File: src/rtl/xlat_pkg.sv
package xlat_pkg;

    typedef enum logic [3:0] {
        XOP_IDLE    = 4'd0,
        XOP_RESTORE = 4'd1,
        XOP_OFF_JMP = 4'd2,
        XOP_OFF_LNK = 4'd3,
        XOP_SYS_JMP = 4'd4,
        XOP_SYS_LNK = 4'd5,
        XOP_USR_JMP = 4'd6,
        XOP_USR_LNK = 4'd7,
        XOP_FENCE   = 4'd8
    } xop_e;

    // decoded command
    typedef struct packed {
        logic jump;     // mode-changing jump
        logic link;     // saves return link, continues at target+1
        logic fence;    // fence load
        logic chk_low;  // subject to the low-target test
        logic en;       // translation enable after jump
        logic usr;      // user map after jump
    } xcmd_t;

    typedef struct packed {
        logic en;
        logic usr;
    } xmode_t;

    function automatic xcmd_t xlat_decode(input logic [3:0] op,
                                          input logic       word_en,
                                          input logic       word_usr);
        xcmd_t c;
        c = '0;
        case (op)
            XOP_RESTORE: begin c.jump = 1'b1; c.chk_low = 1'b1;
                               c.en = word_en; c.usr = word_usr; end
            XOP_OFF_JMP: begin c.jump = 1'b1; c.chk_low = 1'b1; end
            XOP_OFF_LNK: begin c.jump = 1'b1; c.link = 1'b1; end
            XOP_SYS_JMP: begin c.jump = 1'b1; c.chk_low = 1'b1; c.en = 1'b1; end
            XOP_SYS_LNK: begin c.jump = 1'b1; c.link = 1'b1; c.en = 1'b1; end
            XOP_USR_JMP: begin c.jump = 1'b1; c.chk_low = 1'b1;
                               c.en = 1'b1; c.usr = 1'b1; end
            XOP_USR_LNK: begin c.jump = 1'b1; c.link = 1'b1;
                               c.en = 1'b1; c.usr = 1'b1; end
            XOP_FENCE:   c.fence = 1'b1;
            default:     c = '0;
        endcase
        return c;
    endfunction

endpackage

File: src/rtl/xlat_guard.sv
module xlat_guard
    import xlat_pkg::*;
#(
    parameter int P_W       = 15,
    parameter int LOW_LIMIT = 2
) (
    input  logic           cmd_valid,
    input  xcmd_t          cmd,
    input  logic [P_W-1:0] target,
    input  logic           prot_on,
    input  logic           usr_sel,
    output logic           accept,
    output logic           fault
);
    localparam logic [P_W-1:0] LOW_T = P_W'(LOW_LIMIT);

    logic acts;
    logic priv_bad;
    logic low_bad;

    always_comb begin
        acts     = cmd_valid && (cmd.jump || cmd.fence);
        priv_bad = prot_on && usr_sel;
        low_bad  = prot_on && cmd.chk_low && (target < LOW_T);
        fault    = acts && (priv_bad || low_bad);
        accept   = acts && !fault;
    end

endmodule

File: src/rtl/xlat_state.sv
module xlat_state
    import xlat_pkg::*;
#(
    parameter int DW      = 16,
    parameter int FENCE_W = 10
) (
    input  logic          clk,
    input  logic          rst,
    input  logic          accept,
    input  logic          fault,
    input  xcmd_t         cmd,
    input  logic [DW-1:0] fence_in,
    output xmode_t        mode,
    output logic [DW-1:0] status
);
    localparam int EN_BIT  = DW - 1;
    localparam int USR_BIT = DW - 2;

    logic [FENCE_W-1:0] fence_q;

    always_ff @(posedge clk) begin
        if (rst) begin
            mode    <= '0;
            fence_q <= '0;
        end else if (accept) begin
            if (cmd.jump) begin
                mode.en  <= cmd.en;
                mode.usr <= cmd.usr;
            end
            if (cmd.fence)
                fence_q <= fence_in[FENCE_W-1:0];
        end
    end

    always_comb begin
        status                = '0;
        status[EN_BIT]        = mode.en;
        status[USR_BIT]       = mode.usr;
        status[FENCE_W-1:0]   = fence_q;
    end

    AST_HOLD_ON_FAULT: assert property (@(posedge clk) disable iff (rst)
        fault |=> $stable(status));

    AST_FENCE_TAKEN: assert property (@(posedge clk) disable iff (rst)
        (accept && cmd.fence) |=> (status[FENCE_W-1:0] == $past(fence_in[FENCE_W-1:0])));

    AST_FENCE_KEEPS_MODE: assert property (@(posedge clk) disable iff (rst)
        (accept && cmd.fence) |=> $stable(status[DW-1:DW-2]));

endmodule

File: src/rtl/xlat_flow.sv
module xlat_flow
    import xlat_pkg::*;
#(
    parameter int P_W = 15,
    parameter int DW  = 16
) (
    input  logic           clk,
    input  logic           rst,
    input  logic           accept,
    input  logic           fault,
    input  xcmd_t          cmd,
    input  logic [P_W-1:0] target,
    input  logic [P_W-1:0] cur_p,
    output logic           p_load,
    output logic [P_W-1:0] p_next,
    output logic           mem_we,
    output logic [P_W-1:0] mem_addr,
    output logic [DW-1:0]  mem_data,
    output logic           ie_clear,
    output logic           viol
);
    logic           do_jump;
    logic [P_W-1:0] dest;

    always_comb begin
        do_jump = accept && cmd.jump;
        dest    = cmd.link ? P_W'(target + 1'b1) : target;
    end

    always_ff @(posedge clk) begin
        if (rst) begin
            p_load   <= 1'b0;
            p_next   <= '0;
            mem_we   <= 1'b0;
            mem_addr <= '0;
            mem_data <= '0;
            ie_clear <= 1'b0;
            viol     <= 1'b0;
        end else begin
            p_load   <= do_jump;
            ie_clear <= do_jump;
            mem_we   <= do_jump && cmd.link;
            viol     <= fault;
            if (do_jump)
                p_next <= dest;
            if (do_jump && cmd.link) begin
                mem_addr <= target;
                mem_data <= DW'(cur_p);
            end
        end
    end

    AST_FAULT_QUIET: assert property (@(posedge clk) disable iff (rst)
        viol |-> (!p_load && !mem_we && !ie_clear));

    AST_IE_WITH_JUMP: assert property (@(posedge clk) disable iff (rst)
        ie_clear |-> p_load);

    AST_LINK_NEXT: assert property (@(posedge clk) disable iff (rst)
        mem_we |-> (p_next == P_W'(mem_addr + 1'b1)));

    AST_LINK_DATA_TOP: assert property (@(posedge clk) disable iff (rst)
        mem_we |-> (mem_data[DW-1] == 1'b0));

endmodule

File: src/rtl/xlat_ctl.sv
module xlat_ctl
    import xlat_pkg::*;
#(
    parameter int P_W       = 15,
    parameter int DW        = 16,
    parameter int FENCE_W   = 10,
    parameter int LOW_LIMIT = 2
) (
    input  logic           clk,
    input  logic           rst,
    input  logic           cmd_valid,
    input  logic [3:0]     cmd_op,
    input  logic [DW-1:0]  cmd_word,
    input  logic [P_W-1:0] cmd_target,
    input  logic [P_W-1:0] cur_p,
    input  logic           prot_on,
    input  logic [DW-1:0]  reg_val,
    output logic           p_load,
    output logic [P_W-1:0] p_next,
    output logic           mem_we,
    output logic [P_W-1:0] mem_addr,
    output logic [DW-1:0]  mem_data,
    output logic           ie_clear,
    output logic           viol,
    output logic [DW-1:0]  status
);
    xcmd_t  cmd;
    xmode_t mode;
    logic   accept;
    logic   fault;

    always_comb cmd = xlat_decode(cmd_op, cmd_word[DW-1], cmd_word[DW-2]);

    xlat_guard #(.P_W(P_W), .LOW_LIMIT(LOW_LIMIT)) i_guard (
        .cmd_valid (cmd_valid),
        .cmd       (cmd),
        .target    (cmd_target),
        .prot_on   (prot_on),
        .usr_sel   (mode.usr),
        .accept    (accept),
        .fault     (fault)
    );

    xlat_state #(.DW(DW), .FENCE_W(FENCE_W)) i_state (
        .clk      (clk),
        .rst      (rst),
        .accept   (accept),
        .fault    (fault),
        .cmd      (cmd),
        .fence_in (reg_val),
        .mode     (mode),
        .status   (status)
    );

    xlat_flow #(.P_W(P_W), .DW(DW)) i_flow (
        .clk      (clk),
        .rst      (rst),
        .accept   (accept),
        .fault    (fault),
        .cmd      (cmd),
        .target   (cmd_target),
        .cur_p    (cur_p),
        .p_load   (p_load),
        .p_next   (p_next),
        .mem_we   (mem_we),
        .mem_addr (mem_addr),
        .mem_data (mem_data),
        .ie_clear (ie_clear),
        .viol     (viol)
    );

    AST_FAULT_NEEDS_PROT: assert property (@(posedge clk) disable iff (rst)
        viol |-> $past(prot_on));

    AST_LOW_TARGET: assert property (@(posedge clk) disable iff (rst)
        (p_load && !mem_we && $past(prot_on)) |-> (p_next >= P_W'(LOW_LIMIT)));

    AST_IDLE_QUIET: assert property (@(posedge clk) disable iff (rst)
        !$past(cmd_valid) |-> (!p_load && !viol && !mem_we));

    AST_IDLE_STATUS: assert property (@(posedge clk) disable iff (rst)
        !cmd_valid |=> $stable(status));

endmodule

File: config.mk
export PLATFORM = sky130hd
export DESIGN_NAME = xlat_ctl
export DESIGN_NICKNAME = d
export VERILOG_FILES = /design/src/rtl/xlat_pkg.sv /design/src/rtl/xlat_guard.sv /design/src/rtl/xlat_state.sv /design/src/rtl/xlat_flow.sv /design/src/rtl/xlat_ctl.sv
export SDC_FILE = /design/constraint.sdc
export NUM_CORES = 1
export LEC_CHECK = 0
export BUFFER_PORTS_ARGS = -buffer_cell sky130_fd_sc_hd__buf_2
export CAP_MARGIN = 20
export CORE_MARGIN = 2
export CORE_UTILIZATION = 48
export DETAILED_ROUTE_END_ITERATION = 12
export PLACE_DENSITY_LB_ADDON = 0.15
export SETUP_SLACK_MARGIN = 0.1
export SLEW_MARGIN = 25
export SYNTH_ARGS = -nofsm -noshare
export SYNTH_HDL_FRONTEND = slang
export SYNTH_SLANG_ARGS = --single-unit
File: constraint.sdc
create_clock -name clk -period 4.2 [get_ports clk]
set_clock_uncertainty 0.05 [all_clocks]
set_input_delay 0.63 -clock clk [delete_from_list [all_inputs] [get_ports clk]]
set_output_delay 0.63 -clock clk [all_outputs]
set_load 0.1 [all_outputs]
-- Word-level counts from Yosys, hierarchy flattened
Index checks and enable logic that the tools add are counted.
W data, S select, Z words.
- flip-flop bits (word level): 60
- bits of input ports: 70
- output and inout port bits: 66
- add/subtract/negate cells: 1
- order comparisons: 1
- equal/unequal tests: 8
- mux-type cells: 7
- reduce and logical (&&, ||, !) cells: 18
- operators with widths (kind ; number):
    $eq A4 B3 Y1 const B ; 4
    $add A15 B1 Y15 const B ; 1
    $lt A15 B2 Y1 const B ; 1
    $mux W15 ; 1
    $eq A4 B2 Y1 const B ; 2
    $logic_and A1 B1 Y1 ; 8
    $reduce_or A4 Y1 ; 2
    $reduce_or A7 Y1 ; 1
    $eq A4 B1 Y1 const B ; 1
    $eq A4 B4 Y1 const B ; 1
    $mux W1 ; 4
    $pmux W1 S2 ; 2
    $reduce_and A2 Y1 ; 2
    $reduce_or A3 Y1 ; 1
    $logic_or A1 B1 Y1 ; 2
    $reduce_or A2 Y1 ; 1
    $logic_not A1 Y1 ; 1

-- Depth between registers and ports, before layout
Gate-level depths: netlist of run 1.
- depth after elaboration: 11
- mapped depth: 8
- mapped depth without buffers: 5

-- By module
A second synthesis of run 1 with hierarchy kept.
- cell total of the unflattened synthesis: 316
- area, all modules: 2763.9 um^2
- by module, submodules not included (module ; times used ; cells each ; area an instance (um^2)):
    xlat_flow ; 1 ; 234 ; 1995.7
    xlat_state ; 1 ; 60 ; 616.8
    xlat_ctl ; 1 ; 13 ; 80.1
    xlat_guard ; 1 ; 9 ; 71.3

-- Worst setup path before layout of run 1
Ideal clock, no wire load.
- kind: register to output
- start: reg i_flow.p_load
- end: out p_load
- data arrival time: 1356 ps
- path slack: 2164 ps
- cell stages (with the launch flop): 2
- cell sequence: dfxtp_1 -> buf_4
- RTL lines (what ; line ; source):
    from (decl) ; xlat_flow.sv:14 ; output logic p_load,
    from (signal assigned) ; xlat_flow.sv:40 ; p_load <= do_jump;
    to (decl) ; xlat_ctl.sv:18 ; output logic p_load,
No word-level cell between the ends.

-- Worst setup path in the final report of run 1
- start: in cmd_op[1]
- end: reg i_flow.mem_data[10]
- longest elaborated chain between the ends: 11
- ends and longest elaborated chain (what ; line ; source):
    from (decl) ; xlat_ctl.sv:12 ; input logic [3:0] cmd_op,
    $eq A4 B3 Y1, or another cell as far along ; xlat_pkg.sv:35 ; case (op)
    $reduce_or A4 Y1 (no line) ; n/a ;
    $mux W1 ; xlat_pkg.sv:35 ;
    $logic_and A1 B1 Y1 (2 in series) ; xlat_guard.sv:24 ; low_bad = prot_on && cmd.chk_low && (target < LOW_T);
    $logic_or A1 B1 Y1 ; xlat_guard.sv:25 ; fault = acts && (priv_bad || low_bad);
    $logic_and A1 B1 Y1 ; xlat_guard.sv:25 ;
    $logic_not A1 Y1 ; xlat_guard.sv:26 ; accept = acts && !fault;
    $logic_and A1 B1 Y1 ; xlat_guard.sv:26 ;
    $logic_and A1 B1 Y1 ; xlat_flow.sv:26 ; do_jump = accept && cmd.jump;
    $logic_and A1 B1 Y1 (*) ; xlat_flow.sv:46 ; if (do_jump && cmd.link) begin
    to (signal assigned) ; xlat_flow.sv:48 ; mem_data <= DW'(cur_p);
    to (decl) ; xlat_flow.sv:18 ; output logic [DW-1:0] mem_data,
Mark *: on every way between the ends. The rest lies on a longest branch, timed or not.
A chain may end at the register's enable or synchronous reset.

==> results of run 1 <==
sequential cells by signal (all words and copies together), names as in the netlist:
register / count
i_flow.mem_addr: 15
i_flow.mem_data: 15
i_flow.mem_we: 1
i_flow.p_load: 1
i_flow.p_next: 15
i_flow.viol: 1
i_state.fence_q: 10
i_state.mode: 2
synthesized netlist by cell type, types with 3 or more instances:
master    count
nor3_2        3
dfxtp_1      60
buf_2        10
a21oi_1      31
nand3_1       4
nor4_1        4
xor2_1        4
clkbuf_1      5
buf_4         9
nor2_1       31
nand2_1      65
and2_1        3
mux2i_1      13
nor3_1        5
xnor2_1      12
nand4_1       4
inv_1         7
a211oi_2      3
a211oi_1     12
cell usage in the layout (no fill, tap or decap), types with 7 or more instances in the layout:
cell type,instances
clkbuf_8,10
xnor2_1,12
buf_2,109
nand2_1,65
a21oi_1,31
inv_1,7
a211oi_1,12
dfxtp_1,60
nor2_1,31
mux2i_1,13
worst paths after layout:
check	from	endpoint	slack (ps)
setup reg to reg	i_state.mode[0]$_SDFFE_PP0P_	i_flow.mem_data[10]$_SDFFE_PP0P_	2290
hold reg to reg	i_flow.mem_data[13]$_SDFFE_PP0P_	i_flow.mem_data[13]$_SDFFE_PP0P_	400
setup / recovery	cmd_op[1]	i_flow.mem_data[10]$_SDFFE_PP0P_	2010
hold / removal	i_flow.mem_data[13]$_SDFFE_PP0P_	i_flow.mem_data[13]$_SDFFE_PP0P_	400
layout make-up:
cell class / count / area, sq um / area share (%)
timing repair buffer: 111 / 561 / 16.9
inverter: 8 / 30.0 / 0.904
tap: 70 / 87.6 / 2.64
multi-input combinational: 214 / 1230 / 36.9
clock inverter: 5 / 75.1 / 2.26
sequential: 60 / 1200 / 36.2
clock buffer: 11 / 141 / 4.26
per-layer routing:
layer | up-vias | routed length (um) | GRT usage, %
met5 | - | 0 | 0
met4 | 0 | 90 | 8.04
met3 | 8 | 391 | 6.98
met2 | 63 | 2760 | 32.4
met1 | 1021 | 2810 | 25.7
li1 | 1204 | - | -
stage by stage:
step | utilization, % | instances | power (mW) | cell area [sq um]
4_1_cts | 64.2 | 479 | 1.43 | 3320
2_1_floorplan | - | 309 | 0.819 | 2630
3_3_place_gp | 60.0 | 463 | 0.869 | 3100
6_report | 64.2 | 479 | 1.42 | 3320
3_5_place_dp | 60.0 | 463 | 0.871 | 3100
5_1_grt | 64.2 | 479 | 1.48 | 3320
power groups by stage:
| stage | logic, mW | registers (mW) | clock network, mW |
|---|---|---|---|
| after global placement | 0.263 | 0.606 | 0 |
| after global routing | 0.279 | 0.596 | 0.601 |
| after detailed placement | 0.265 | 0.607 | 0 |
| after floorplan | 0.0926 | 0.727 | 0 |
| after CTS | 0.265 | 0.594 | 0.572 |
| final | 0.265 | 0.594 | 0.562 |
worst min-delay path, delay by kind of cell, from the launching register on:
kind | cells | cell delay [ps]
and+or+nand+nor | 1 | 50
AOI/OAI and AO/OA | 1 | 50
DFF | 1 | 310
logic make-up after synthesis:
kind of cell | Yosys count | share of synthesized area, %
and+or+nand+nor | 130 | 23.6
DFF | 60 | 46.0
AOI/OAI and AO/OA | 49 | 11.7
buffers and inverters | 35 | 7.75
xor gates and xnor gates | 16 | 5.36
muxes | 13 | 4.98
adders and majority gates | 1 | 0.479
other | 1 | 0.143
==> impl_metrics.json, run 1 <==
{
  "fin_nets": 475,
  "antenna_found_initial": 0,
  "ys_ff_latch": 60,
  "dieWidth_um": 77.8,
  "htreeDepth": 3,
  "slowest_delay_ps": 740,
  "via_per_inst": 4.79,
  "portBuffers": 110,
  "die_h_um": 77.8,
  "start_kind": "input port",
  "critical_path.endpoint_type": "register",
  "seq_area_frac_synth_pct": 46.0,
  "cp_cell_sequence": "buf_2, or2_2, and2_1, nand2_1, nand2_1, a21oi_1",
  "synthFlopType": "dfxtp_1",
  "crit_cells": 6,
  "grt.total_usage_pct": 20.5,
  "synthTopCellsByArea": "dfxtp_1 (46%), nand2_1 (9.3%), a21oi_1 (5.9%)",
  "drc": 0,
  "crit_family": "simple AND/OR/NAND/NOR gates",
  "min_delay_path_depth": 2,
  "synth.distinct_cells": 39,
  "critPathMaxFanout": 30,
  "gp_congestion": 0.787,
  "cellInternalPower_mw": 0.987,
  "async_reset_ff_share_pct": 0,
  "firstDrtPassIters": 4,
  "slew_headroom_pct": 35.0,
  "area_growth_pct": 27.1,
  "ant_nets": 0,
  "status": "complete, no violations",
  "hold_viol_final": 0,
  "period_share_pct": 52.1,
  "design.die.area_sq_um": 6050,
  "yosysTopAreaCellShare_pct": 46.0,
  "grt_max_degree": 60,
  "cp_data_required_time_ps": 4410,
  "power_density_nw_per_um2": 428,
  "grt_pass1_vias": 2076,
  "post_cts_resized": 0,
  "cts_buffers": 9,
  "dp_slack_ps": 1600,
  "drv_cap": 0,
  "path_clk_slew_ps": 70,
  "p_clk_share_pct": 39.6,
  "synth-edff-count": 0,
  "grt_pass1_wl_um": 9700,
  "io_pins": 136,
  "synth_top_cell_by_area": "dfxtp_1",
  "hold_buffers": 0,
  "hold_slack_ps": 402,
  "min_path_type": "reg -> reg",
  "yosysWarningCount": 0,
  "num_vias": 2296,
  "combinationalPowerShare_pct": 18.6,
  "worstSetupPathType": "in -> reg",
  "p_sw_mw": 0.433,
  "cts.path.max_buffers": 2,
  "path_common_cell": "nand2_1",
  "slowest_stage": "nand2_1",
  "routed_wl_um": 6050,
  "syn_area_per_cell_sq_um": 8.57,
  "rr_worst_depth": 5,
  "p_sw_share_pct": 30.5,
  "coreArea_sq_um": 5170,
  "seqPwrFrac_pct": 41.8,
  "root_buffer": "clkbuf_8",
  "post_cts_buffers": 0,
  "p_leak_nw": 1.53,
  "route.detailed.wl_per_inst_um": 12.6,
  "layout_min_cycle_time_ps": 2190,
  "overflow": 0,
  "antenna_cells": 0,
  "clock.fmax_ghz": 0.457,
  "report.final.setup_viol": 0,
  "tightest_slew_ps": 973,
  "insertion_delay_ps": 330,
  "initialDrtViolationCount": 87,
  "syn_inst": 305,
  "drive_above_1_share_pct": 34.5,
  "n_fill_cell": 484,
  "dp_hpwl_um": 4270,
  "start_util_pct": 50.5,
  "setup_ws_ps": 2010,
  "crit_buf_inv": 1,
  "final_max_slew_viol_count": 0,
  "clock_sinks": 60,
  "syn_area_sq_um": 2610,
  "irDropWorstVdd_uv": 256,
  "cts_tree": "done",
  "crit_arrival_ps": 2400,
  "rows": 26,
  "fin_setup_tns_ps": 0,
  "rsz0062_at_grt": "false"
}
(Power assumes the default switching activity.)
==> inputs of run 2 (changes only) <==
- CORE_UTILIZATION: 48 -> 45
- clock period: 4.2 -> 2.3 ns (I/O delays scaled with it)
==> run 2 against run 1 <==
Net effect: global-route usage fell by 0.59 points; non-clock buffer count rose by 5; utilization fell by 4.4 points; critical path type is now reg -> reg; largest power group unchanged.
==> impl_metrics.json, run 2 (same netlist as run 1, synthesis figures left out) <==
{
  "cp_cell_sequence": "nand2_1, nor4b_2, o31a_1, buf_12, nor2_1, a211oi_1",
  "power_density_nw_per_um2": 716,
  "antenna_found_initial": 0,
  "status": "complete, no violations",
  "area_growth_pct": 27.6,
  "gp_congestion": 0.808,
  "hold_slack_ps": 193,
  "worstSetupPathType": "reg -> reg",
  "overflow": 0,
  "cts_tree": "done",
  "firstDrtPassIters": 4,
  "drive_above_1_share_pct": 34.6,
  "rsz0062_at_grt": "false",
  "clock_sinks": 60,
  "dp_hpwl_um": 4330,
  "period_share_pct": 73.1,
  "slowest_delay_ps": 350,
  "antenna_cells": 0,
  "drc": 0,
  "cp_data_required_time_ps": 2490,
  "layout_common_cells": "buf_2 (110), nand2_1 (65), dfxtp_1 (60), a21oi_1 (31), nor2_1 (31)",
  "layout_min_cycle_time_ps": 1680,
  "start_kind": "register",
  "portBuffers": 110,
  "root_buffer": "clkbuf_8",
  "grt_max_degree": 31,
  "cts.path.max_buffers": 2,
  "clock.fmax_ghz": 0.594,
  "initialDrtViolationCount": 129,
  "fin_nets": 480,
  "min_path_type": "in -> reg",
  "routed_wl_um": 5980,
  "reg_top3": "i_flow.mem_addr: 15 flops, i_flow.mem_data: 15 flops, i_flow.p_next: 15 flops",
  "htreeDepth": 3,
  "total_power_mw": 2.39,
  "num_vias": 2325,
  "route.detailed.wl_per_inst_um": 12.3,
  "rows": 27,
  "irDropWorstVdd_uv": 384,
  "coreArea_sq_um": 5570,
  "report.final.setup_viol": 0,
  "final_common_cell": "buf_2",
  "hold_viol_final": 0,
  "io_pins": 136,
  "die_h_um": 80.2,
  "fin_setup_tns_ps": 0,
  "critical_path.endpoint_type": "register",
  "via_per_inst": 4.79,
  "insertion_delay_ps": 330,
  "path_clk_slew_ps": 60,
  "slowest_stage": "o31a_1",
  "p_leak_nw": 1.53,
  "crit_arrival_ps": 1870,
  "dieWidth_um": 80.2,
  "hold_buffers": 0,
  "grt.total_usage_pct": 19.9,
  "post_cts_buffers": 0,
  "cts_buffers": 9,
  "critPathMaxFanout": 30,
  "final_max_slew_viol_count": 0,
  "grt_pass1_wl_um": 9800,
  "design.die.area_sq_um": 6430,
  "grt_pass1_vias": 2108,
  "n_fill_cell": 550,
  "post_cts_resized": 0,
  "drv_cap": 0,
  "ant_nets": 0,
  "start_util_pct": 46.9
}
[run 2: cell types whose count changed in the layout (fill, tap and decap cells not counted)]
cell,delta
and2_1,+1
bufinv_16,-2
clkinv_2,-1
buf_12,+2
and2_2,-1
buf_4,+2
buf_2,+1
clkbuf_8,+1
clkbuf_1,+1
[run 2: cell type report]
type | count | area [sq um] | share of cell area [%]
Multi-Input combinational cell | 214 | 1220 | 36.7
Sequential cell | 60 | 1200 | 36.0
Timing Repair Buffer | 116 | 621 | 18.6
Clock buffer | 13 | 159 | 4.76
Tap cell | 72 | 90.1 | 2.70
Inverter | 8 | 30.0 | 0.900
Clock inverter | 2 | 10.0 | 0.300
[run 2: metrics by stage]
| step | cells | utilization (%) | setup WS [ps] | cell area [sq um] |
|---|---|---|---|---|
| after CTS | 485 | 59.8 | 601 | 3340 |
| final | 485 | 59.8 | 618 | 3340 |
| after global placement | 470 | 56.8 | 372 | 3170 |
| after floorplan | 309 | - | 549 | 2630 |
| after detailed placement | 470 | 56.8 | 343 | 3170 |
| after global routing | 485 | 59.8 | 430 | 3340 |
[run 2: path summary, 6_finish.rpt]
| kind | from | endpoint | slack (ps) | depth (start not counted) |
|---|---|---|---|---|
| max | i_state.mode[0]$_SDFFE_PP0P_ | i_flow.p_next[6]$_SDFFE_PP0P_ | 620 | 6 |
| min | cur_p[3] | i_flow.mem_data[3]$_SDFFE_PP0P_ | 190 | 3 |
| max reg2reg | i_state.mode[0]$_SDFFE_PP0P_ | i_flow.p_next[6]$_SDFFE_PP0P_ | 620 | 6 |
| min reg2reg | i_flow.mem_data[7]$_SDFFE_PP0P_ | i_flow.mem_data[7]$_SDFFE_PP0P_ | 400 | 2 |
[run 2: worst max-delay path, delay by kind of cell (launching register included)]
| kind | cells | cell delay, ps |
|---|---|---|
| AOI/OAI and AO/OA | 2 | 560 |
| buffers and inverters | 1 | 210 |
| DFF | 1 | 330 |
| and+or+nand+nor | 3 | 430 |
[run 2: power breakdown]
group,internal (mW),switching [mW],leakage (nW)
registers,1.07,0.0138,0.487
clock network,0.441,0.372,0.0893
logic,0.104,0.386,0.953
[run 2: metal layers]
layer / vias to the layer above / part of all wire, % / track usage (%)
li1: 1214 / - / -
met1: 1021 / 47 / 25.3
met2: 77 / 43 / 29.4
met3: 13 / 8.0 / 7.64
met4: 0 / 2.4 / 9.83
met5: - / 0 / 0
